===== src/rtl/vdi_pkg.sv =====
package vdi_pkg;

  typedef enum logic [3:0] {
    S_PAUSE, S_RPRE, S_RLEAD, S_RLOW, S_SLO, S_SHI,
    S_XLEAD, S_XLOW, S_XPRE, S_READY
  } vdi_state_e;

  function automatic int unsigned pause_cycles(input int unsigned mhz, input int unsigned us);
    return mhz * us;
  endfunction

  function automatic int unsigned max5(input int unsigned a, input int unsigned b,
                                       input int unsigned c, input int unsigned d,
                                       input int unsigned e);
    int unsigned m;
    m = a;
    if (b > m) m = b;
    if (c > m) m = c;
    if (d > m) m = d;
    if (e > m) m = e;
    return m;
  endfunction

  // Length in ticks of each phase of the sequence.
  function automatic int unsigned phase_len(input vdi_state_e s, input int unsigned p,
                                            input int unsigned rlo, input int unsigned rhi,
                                            input int unsigned slo, input int unsigned shi);
    case (s)
      S_PAUSE:         return p;
      S_RPRE, S_XPRE:  return rhi;
      S_RLOW, S_XLOW:  return rlo;
      S_SLO:           return slo;
      S_SHI:           return shi;
      default:         return 1;
    endcase
  endfunction

  function automatic logic ras_active(input vdi_state_e s);
    return (s == S_RLOW) || (s == S_XLOW);
  endfunction

  function automatic logic cas_active(input vdi_state_e s, input logic cbr);
    return (s == S_XLEAD) || (s == S_XLOW) || (cbr && ((s == S_RLEAD) || (s == S_RLOW)));
  endfunction

endpackage


===== src/rtl/vdi_timer.sv =====
module vdi_timer #(
  parameter int unsigned W = 8,
  parameter logic [W-1:0] RST_VAL = '0
) (
  input  logic         clk,
  input  logic         rst_n,
  input  logic         load,
  input  logic [W-1:0] load_val,
  output logic         zero
);
  logic [W-1:0] cnt;

  always_ff @(posedge clk or negedge rst_n) begin
    if (!rst_n)           cnt <= RST_VAL;
    else if (load)        cnt <= load_val;
    else if (cnt != '0)   cnt <= cnt - 1'b1;
  end

  assign zero = (cnt == '0);
endmodule


===== src/rtl/vdi_reps.sv =====
module vdi_reps #(
  parameter int unsigned W = 4,
  parameter logic [W-1:0] LAST = '0
) (
  input  logic clk,
  input  logic rst_n,
  input  logic clr,
  input  logic inc,
  output logic last
);
  logic [W-1:0] cnt;

  always_ff @(posedge clk or negedge rst_n) begin
    if (!rst_n)    cnt <= '0;
    else if (clr)  cnt <= '0;
    else if (inc)  cnt <= cnt + 1'b1;
  end

  assign last = (cnt == LAST);
endmodule


===== src/rtl/vdram_init_seq.sv =====
module vdram_init_seq
  import vdi_pkg::*;
#(
  parameter int unsigned CLK_MHZ      = 100,
  parameter int unsigned PAUSE_US     = 200,
  parameter int unsigned RAS_LO_TICKS = 6,
  parameter int unsigned RAS_HI_TICKS = 6,
  parameter int unsigned SC_LO_TICKS  = 2,
  parameter int unsigned SC_HI_TICKS  = 2,
  parameter int unsigned DUMMIES      = 8
) (
  input  logic clk,
  input  logic rst_n,
  input  logic restart,
  input  logic cbr_mode,
  output logic ras_n,
  output logic cas_n,
  output logic we_n,
  output logic dsf,
  output logic trg_n,
  output logic sc,
  output logic ready
);
  localparam int unsigned PAUSE_TICKS = pause_cycles(CLK_MHZ, PAUSE_US);
  localparam int unsigned LONGEST = max5(PAUSE_TICKS, RAS_LO_TICKS, RAS_HI_TICKS,
                                         SC_LO_TICKS, SC_HI_TICKS);
  localparam int unsigned TW = $clog2(LONGEST + 1);
  localparam int unsigned RW = $clog2(DUMMIES + 1);

  vdi_state_e   st, nxt;
  logic         tmr_load, tmr_zero;
  logic [TW-1:0] load_val;
  logic         rep_clr, rep_inc, rep_last;
  logic         cbr_q;
  // Named event: last cycle of the pause (used by the checker).
  logic         pause_done;

  vdi_timer #(.W(TW), .RST_VAL(TW'(PAUSE_TICKS - 1))) u_tmr (
    .clk(clk), .rst_n(rst_n), .load(tmr_load), .load_val(load_val), .zero(tmr_zero)
  );

  vdi_reps #(.W(RW), .LAST(RW'(DUMMIES - 1))) u_reps (
    .clk(clk), .rst_n(rst_n), .clr(rep_clr), .inc(rep_inc), .last(rep_last)
  );

  assign pause_done = (st == S_PAUSE) && tmr_zero && !restart;

  always_comb begin
    nxt     = st;
    rep_clr = 1'b0;
    rep_inc = 1'b0;
    if (restart) begin
      nxt = S_PAUSE;
    end else if (tmr_zero) begin
      case (st)
        S_PAUSE: begin nxt = S_RPRE; rep_clr = 1'b1; end
        S_RPRE:  nxt = S_RLEAD;
        S_RLEAD: nxt = S_RLOW;
        S_RLOW:  begin
          if (rep_last) begin nxt = S_SLO; rep_clr = 1'b1; end
          else          begin nxt = S_RPRE; rep_inc = 1'b1; end
        end
        S_SLO:   nxt = S_SHI;
        S_SHI:   begin
          if (rep_last) nxt = S_XLEAD;
          else begin nxt = S_SLO; rep_inc = 1'b1; end
        end
        S_XLEAD: nxt = S_XLOW;
        S_XLOW:  nxt = S_XPRE;
        S_XPRE:  nxt = S_READY;
        default: nxt = S_READY;
      endcase
    end
  end

  assign tmr_load = restart || (tmr_zero && (st != S_READY));
  assign load_val = TW'(phase_len(nxt, PAUSE_TICKS, RAS_LO_TICKS, RAS_HI_TICKS,
                                   SC_LO_TICKS, SC_HI_TICKS) - 1);

  always_ff @(posedge clk or negedge rst_n) begin
    if (!rst_n) begin
      st    <= S_PAUSE;
      cbr_q <= 1'b0;
    end else begin
      st <= nxt;
      if (pause_done) cbr_q <= cbr_mode;
    end
  end

  assign ras_n = !ras_active(st);
  assign cas_n = !cas_active(st, cbr_q);
  assign we_n  = 1'b1;
  assign dsf   = 1'b0;
  assign trg_n = 1'b1;
  assign sc    = (st == S_SHI);
  assign ready = (st == S_READY);
endmodule


===== config.mk =====
export PLATFORM = sky130hd
export DESIGN_NAME = vdram_init_seq
export DESIGN_NICKNAME = d
export VERILOG_FILES = /design/src/rtl/vdi_pkg.sv /design/src/rtl/vdi_timer.sv /design/src/rtl/vdi_reps.sv /design/src/rtl/vdram_init_seq.sv
export SDC_FILE = /design/constraint.sdc
export NUM_CORES = 1
export LEC_CHECK = 0
export BUFFER_PORTS_ARGS = -buffer_cell sky130_fd_sc_hd__buf_2
export CAP_MARGIN = 20
export CELL_PAD_IN_SITES_DETAIL_PLACEMENT = 1
export CELL_PAD_IN_SITES_GLOBAL_PLACEMENT = 1
export CORE_MARGIN = 5
export CORE_UTILIZATION = 45
export DETAILED_ROUTE_END_ITERATION = 8
export PLACE_DENSITY = 0.78
export SETUP_SLACK_MARGIN = 0.2
export SLEW_MARGIN = 20
export SYNTH_ARGS = -nofsm -noshare
export SYNTH_HDL_FRONTEND = slang
export SYNTH_SLANG_ARGS = --single-unit

===== constraint.sdc =====
create_clock -name clk -period 3.95 [get_ports clk]
set_input_delay 0.9875 -clock clk [delete_from_list [all_inputs] [get_ports clk]]
set_output_delay 0.9875 -clock clk [all_outputs]
set_load 0.01 [all_outputs]

# ---- After elaboration in Yosys (flattened, before gate mapping)
# Index checks and enable logic that the tools add are counted.
dict set report word_totals {
  regBits 24
  out_inout_bits 7
  elab_cells 62
}
dict set report classes {
  n_addsub 3
  eq_ne 16
  mux 18
  n_reduce_logical 21
}
# operator n
set op_table {}
lappend op_table {{one-hot mux 15 bit (3 select lines)} 1}
lappend op_table {{equality test 4 x 3 -> 1 bit, second input constant} 8}
lappend op_table {{one-hot mux 4 bit (8 select lines)} 1}
lappend op_table {{2-to-1 mux 15 bit} 2}
lappend op_table {{subtractor 15 x 1 -> 15 bit, second input constant} 2}
lappend op_table {{2-to-1 mux 4 bit} 4}
lappend op_table {{zero test 15 bit} 1}
lappend op_table {{nonzero test 15 bit} 1}
lappend op_table {{equality test 4 x 2 -> 1 bit, second input constant} 3}
lappend op_table {{equality test 4 x 1 -> 1 bit, second input constant} 2}
lappend op_table {{equality test 4 bit, second input constant} 2}
lappend op_table {{zero test 4 bit} 2}
lappend op_table {{2-to-1 mux 1 bit} 7}
lappend op_table {{logical OR 1 bit} 5}
lappend op_table {{adder 4 x 1 -> 4 bit, second input constant} 1}
lappend op_table {{logical AND 1 bit} 4}
lappend op_table {{inequality test 4 bit, second input constant} 1}
lappend op_table {{nonzero test 2 bit} 2}
lappend op_table {{OR reduction 2 bit} 2}
lappend op_table {{OR reduction 4 bit} 1}
lappend op_table {{zero test 1 bit} 3}
lappend op_table {{2-to-1 mux 3 bit} 1}
lappend op_table {{2-to-1 mux 2 bit} 1}
lappend op_table {{one-hot mux 1 bit (2 select lines)} 1}

# ---- Longest topological paths before layout
dict set report depth {
  depth_word 10
  ltp_mapped 16
  ltp_nobuf 15
}

# ---- Hierarchy
# From an unflattened synthesis, not the netlist that was laid out.
dict set report hier_totals {
  cells_unflattened 163
  hier_area_um2 1550.2
}
# module instances cells_each area_each_um2 seq_area_each_um2
set modules_own_cells {}
lappend modules_own_cells {vdi_timer 1 79 840.8 386.6}
lappend modules_own_cells {vdram_init_seq 1 66 509.2 125.1}
lappend modules_own_cells {vdi_reps 1 18 200.2 100.1}

# ---- Worst setup path before layout
# Ideal clock, no wire load.
dict set report synth_timing {
  path_type {register to register}
  start {register u_tmr.cnt[12]}
  end {register u_tmr.cnt[8]}
  setup_time_ps 126
  t_arrival_ps 3479
  t_required_ps 3824
  path_slack_ps 345
  path_stages_with_launch 15
  n_path_buf 1
  synth_period_minus_slack_ps 3605
  path_cell_list {dfrtp_1 > or4_4 > or3_1 > buf_2 > o31ai_1 > a21oi_1 > o21a_1 > o21ai_0 > a21boi_0 > ha_1 > nand3_1 > inv_1 > o211ai_1 > o31a_1 > a221o_1}
}
dict set report synth_via {
  elab_chain_cells 8
  elab_cells_between_ends 19
}
# item line_no
set synth_rtl {}
lappend synth_rtl {{start, declared} vdi_timer.sv:11} ;# logic [W-1:0] cnt;
lappend synth_rtl {{start signal, assigned} vdi_timer.sv:15} ;# else if (load) cnt <= load_val;
lappend synth_rtl {{start signal, assigned} vdi_timer.sv:16} ;# else if (cnt != '0) cnt <= cnt - 1'b1;
lappend synth_rtl {{zero test 15 bit *} vdi_timer.sv:19} ;# assign zero = (cnt == '0);
lappend synth_rtl {{2-to-1 mux 4 bit *} vdram_init_seq.sv:54} ;# end else if (tmr_zero) begin
lappend synth_rtl {{2-to-1 mux 4 bit *} vdram_init_seq.sv:52} ;# if (restart) begin
lappend synth_rtl {{named net nxt[2]} vdram_init_seq.sv:30} ;# vdi_state_e st, nxt;
lappend synth_rtl {{equality test 4 x 2 -> 1 bit, or another cell as far along} vdi_pkg.sv:28} ;# case (s)
lappend synth_rtl {{OR reduction 4 bit (no source line) / OR reduction 2 bit (equally long branches)} -}
lappend synth_rtl {{one-hot mux 15 bit (3 select lines) *} vdi_pkg.sv:28}
lappend synth_rtl {{subtractor 15 x 1 -> 15 bit *} vdram_init_seq.sv:78} ;# SC_LO_TICKS, SC_HI_TICKS) - 1);
lappend synth_rtl {{2-to-1 mux 15 bit *} vdi_timer.sv:15}
# Mark *: on every way through the listed nets, which the timed path passes. The rest lies on a longest branch.
# A chain may end at the register's enable or synchronous reset.

# ---- Worst setup path in the final report
# Same ends and word-level chain as after synthesis.

==> flow_summary_export.csv <==
group,metric,value,unit
timing,maxSlewHeadroom,46.5,%
yosys,synthDistinctLibCells,45,
yosys,synth_edf_count,0,
placed_design,dp_cells,216,
timing,fin_skew,2.94,ps
final_layout,final_cell_mix,"21 x nor2_1, 15 x dfrtp_1, 13 x nand2_1, 10 x nor3_1, 9 x dfstp_2",
floorplan,fp.dieW,67.6,um
routing,drt_iter0_markers,127,
outcome,outcome,"completed",
floorplan,die_h,67.6,um
grt,grt_pass1_wl,6590,um
timing,setup_viol,0,
setup_path,reg2reg_slack,370,ps
yosys,synth_seq_area_share,41.0,%
cts,clk_pin_slew,140,ps
final_layout,layout-drive-gt1-share,25.9,%
final_layout,final_common_cell,"nor2_1",
yosys,yosys_warnings,0,
cts,numCtsBuffers,3,
hold_path,hold_class,"reg -> reg",
floorplan,coreArea,3280,um2
setup_path,critPathMaxFanout,7,
pwr,peakVddDrop,0.149,mV
floorplan,io_pins,11,
yosys,synth_top_area_share,25.1,%
routing,totalWireLength,4020,um
final_layout,n_fill_cell,403,
routing,ant_nets,0,
floorplan,num_rows,21,
placed_design,port_buffers,7,
setup_path,critPathRequiredTime,4190,ps
yosys,syn_area_per_cell,8.99,um2
timing,final_max_slew_viol_count,0,
cts,ctsLongestPathBuffers,2,
timing,finalHoldViolCount,0,
cts,cts_root_buf,"clkbuf_4",
floorplan,dieArea,4570,um2
placed_design,finalWeightedCongestion,0.819,
routing,drc_errors,0,
floorplan,start_util,45.4,%
cts,clock-sinks,24,
pwr,power.total,471,uW
cts,clk_latency,340,ps
final_layout,area_growth,13.1,%
grt,met1_usage,24.1,%
cts,h-tree-depth,1,
setup_path,path_class,"reg -> reg",
timing,rsz0062_at_grt,"false",
setup_path,critPathCaptureType,"flop",
grt,track_usage,19.1,%
grt,grt_antenna_before_repair,0,
final_layout,nets,181,
yosys,synthTopCellsByArea,"dfrtp_1 25%, dfstp_2 16%, nor2_1 5.5%",
placed_design,hpwlAfterDp,2970,um
yosys,ys_async_sr_fraction,100,%
setup_path,startpoint_type,"flop",
grt,grt.busiest_layer,"met2",
cts,cts_tree,"done",
grt,gr-total-overflow,0,
grt,grt_max_degree,25,
grt,grtUsageMet2,32.1,%
timing,min_period,3580,ps
yosys,netlist_instances,166,
grt,use_met3,2.83,%
grt,grt_pass1_vias,1404,
final_layout,post-route-util,51.4,%
routing,wl_per_cell,18.3,um
setup_path,cp_data_arrival_time,3820,ps
pwr,p_leak,0.000625,uW
timing,fmax,279,MHz
run,drv_cap,0,
timing,worst_pin_slew,796,ps
setup_path,rr_worst_depth,13,
timing,tns,0,ps
routing,vias,1325,
yosys,synthFlopType,"dfrtp_1",
routing,vias_per_cell,6.02,
timing,finalCritPeriodShare,90.8,%
final_layout,antennaDiodeCount,0,
final_layout,instances_no_fill,220,
yosys,synth_area,1490,um2
hold_path,min_path_cells,2,
routing,dr.pass1.iters,4,
pwr,powerDensity,279,nW/um2
yosys,yosysTopAreaCell,"dfrtp_1",
timing,whs,533,ps
yosys,yosys_register_bits,24,
-- cells by family after synthesis --
logic type,share of synthesized area [%]
xor gates and xnor gates,5.87
AOI/OAI and AO/OA,19.6
other,0.503
buffers and inverters,4.86
adders and majority gates,1.68
muxes,1.42
DFF,41.0
and+or+nand+nor,25.1
-- state kept, by name, summed over array words and instances (netlist names) --
register,flops
u_tmr.cnt,15
st,4
u_reps.cnt,4
cbr_q,1
-- power breakdown --
group          internal (uW)  total [uW]  switching, uW
Clock                   56.7         140           83.3
Sequential               265         274           9.18
Combinational           21.8        56.8           35.0
Total                    343         471            127
-- metrics by stage --
| step | cell area [um2] | setup WS (ps) |
|---|---|---|
| after floorplan | 1500 | 345 |
| after global placement | 1590 | 319 |
| after detailed placement | 1590 | 79.2 |
| after CTS | 1630 | 234 |
| after global routing | 1690 | 214 |
| final | 1690 | 365 |
-- final timing paths --
kind,from,to
setup / recovery,u_tmr.cnt[12],u_tmr.cnt[8]
hold / removal,u_tmr.cnt[4],u_tmr.cnt[4]
setup reg to reg,u_tmr.cnt[12],u_tmr.cnt[8]
hold reg to reg,u_tmr.cnt[4],u_tmr.cnt[4]
max in group asynchronous,rst_n,u_tmr.cnt[0]
min in group asynchronous,rst_n,u_tmr.cnt[8]
-- critical path: stages (launching register included) --
cell      delay (ps)
dfrtp_1          420
or4_4            580
or3_4            460
or3_4            440
a21oi_2          190
o21a_1           160
o21ai_2           70
nand2_1          100
ha_2             200
nand3_1           90
inv_2            110
o211ai_1         120
o31a_1           270
a221o_1          270
-- final cells by class --
type	instances	area, um2	area share [%]
Sequential cell	24	612	36.2
Clock buffer	4	36.3	2.15
Timing Repair Buffer	14	87.6	5.19
Multi-Input combinational cell	127	876	51.9
Tap cell	46	57.6	3.41
Inverter	5	18.8	1.11
-- layer usage --
layer  wire length (um)  share of wire [%]
met4                 68                1.7
met2               2000                 50
met3                138                3.4
met1               1810                 45
met5                  0                  0
-- synthesized netlist by cell type (all sizes together) (3+ instances only) --
library cell	n
o21a	3
dfrtp	15
dfstp	9
xor2	5
nor3	10
buf	4
nand3	4
or3	4
clkbuf	7
xnor2	5
inv	5
nand2	13
o31a	4
a21oi	8
nor2	22
o211ai	6
nor4	5
o21ai	6
-- timing repair --
item                       CTS  global route
hold buffers                 0             0
setup endpoints to repair    5             5
resized for setup            4            12
pin swaps                    0             2
setup buffers                0             0
Note: power is estimated with default switching activity, not from simulation.
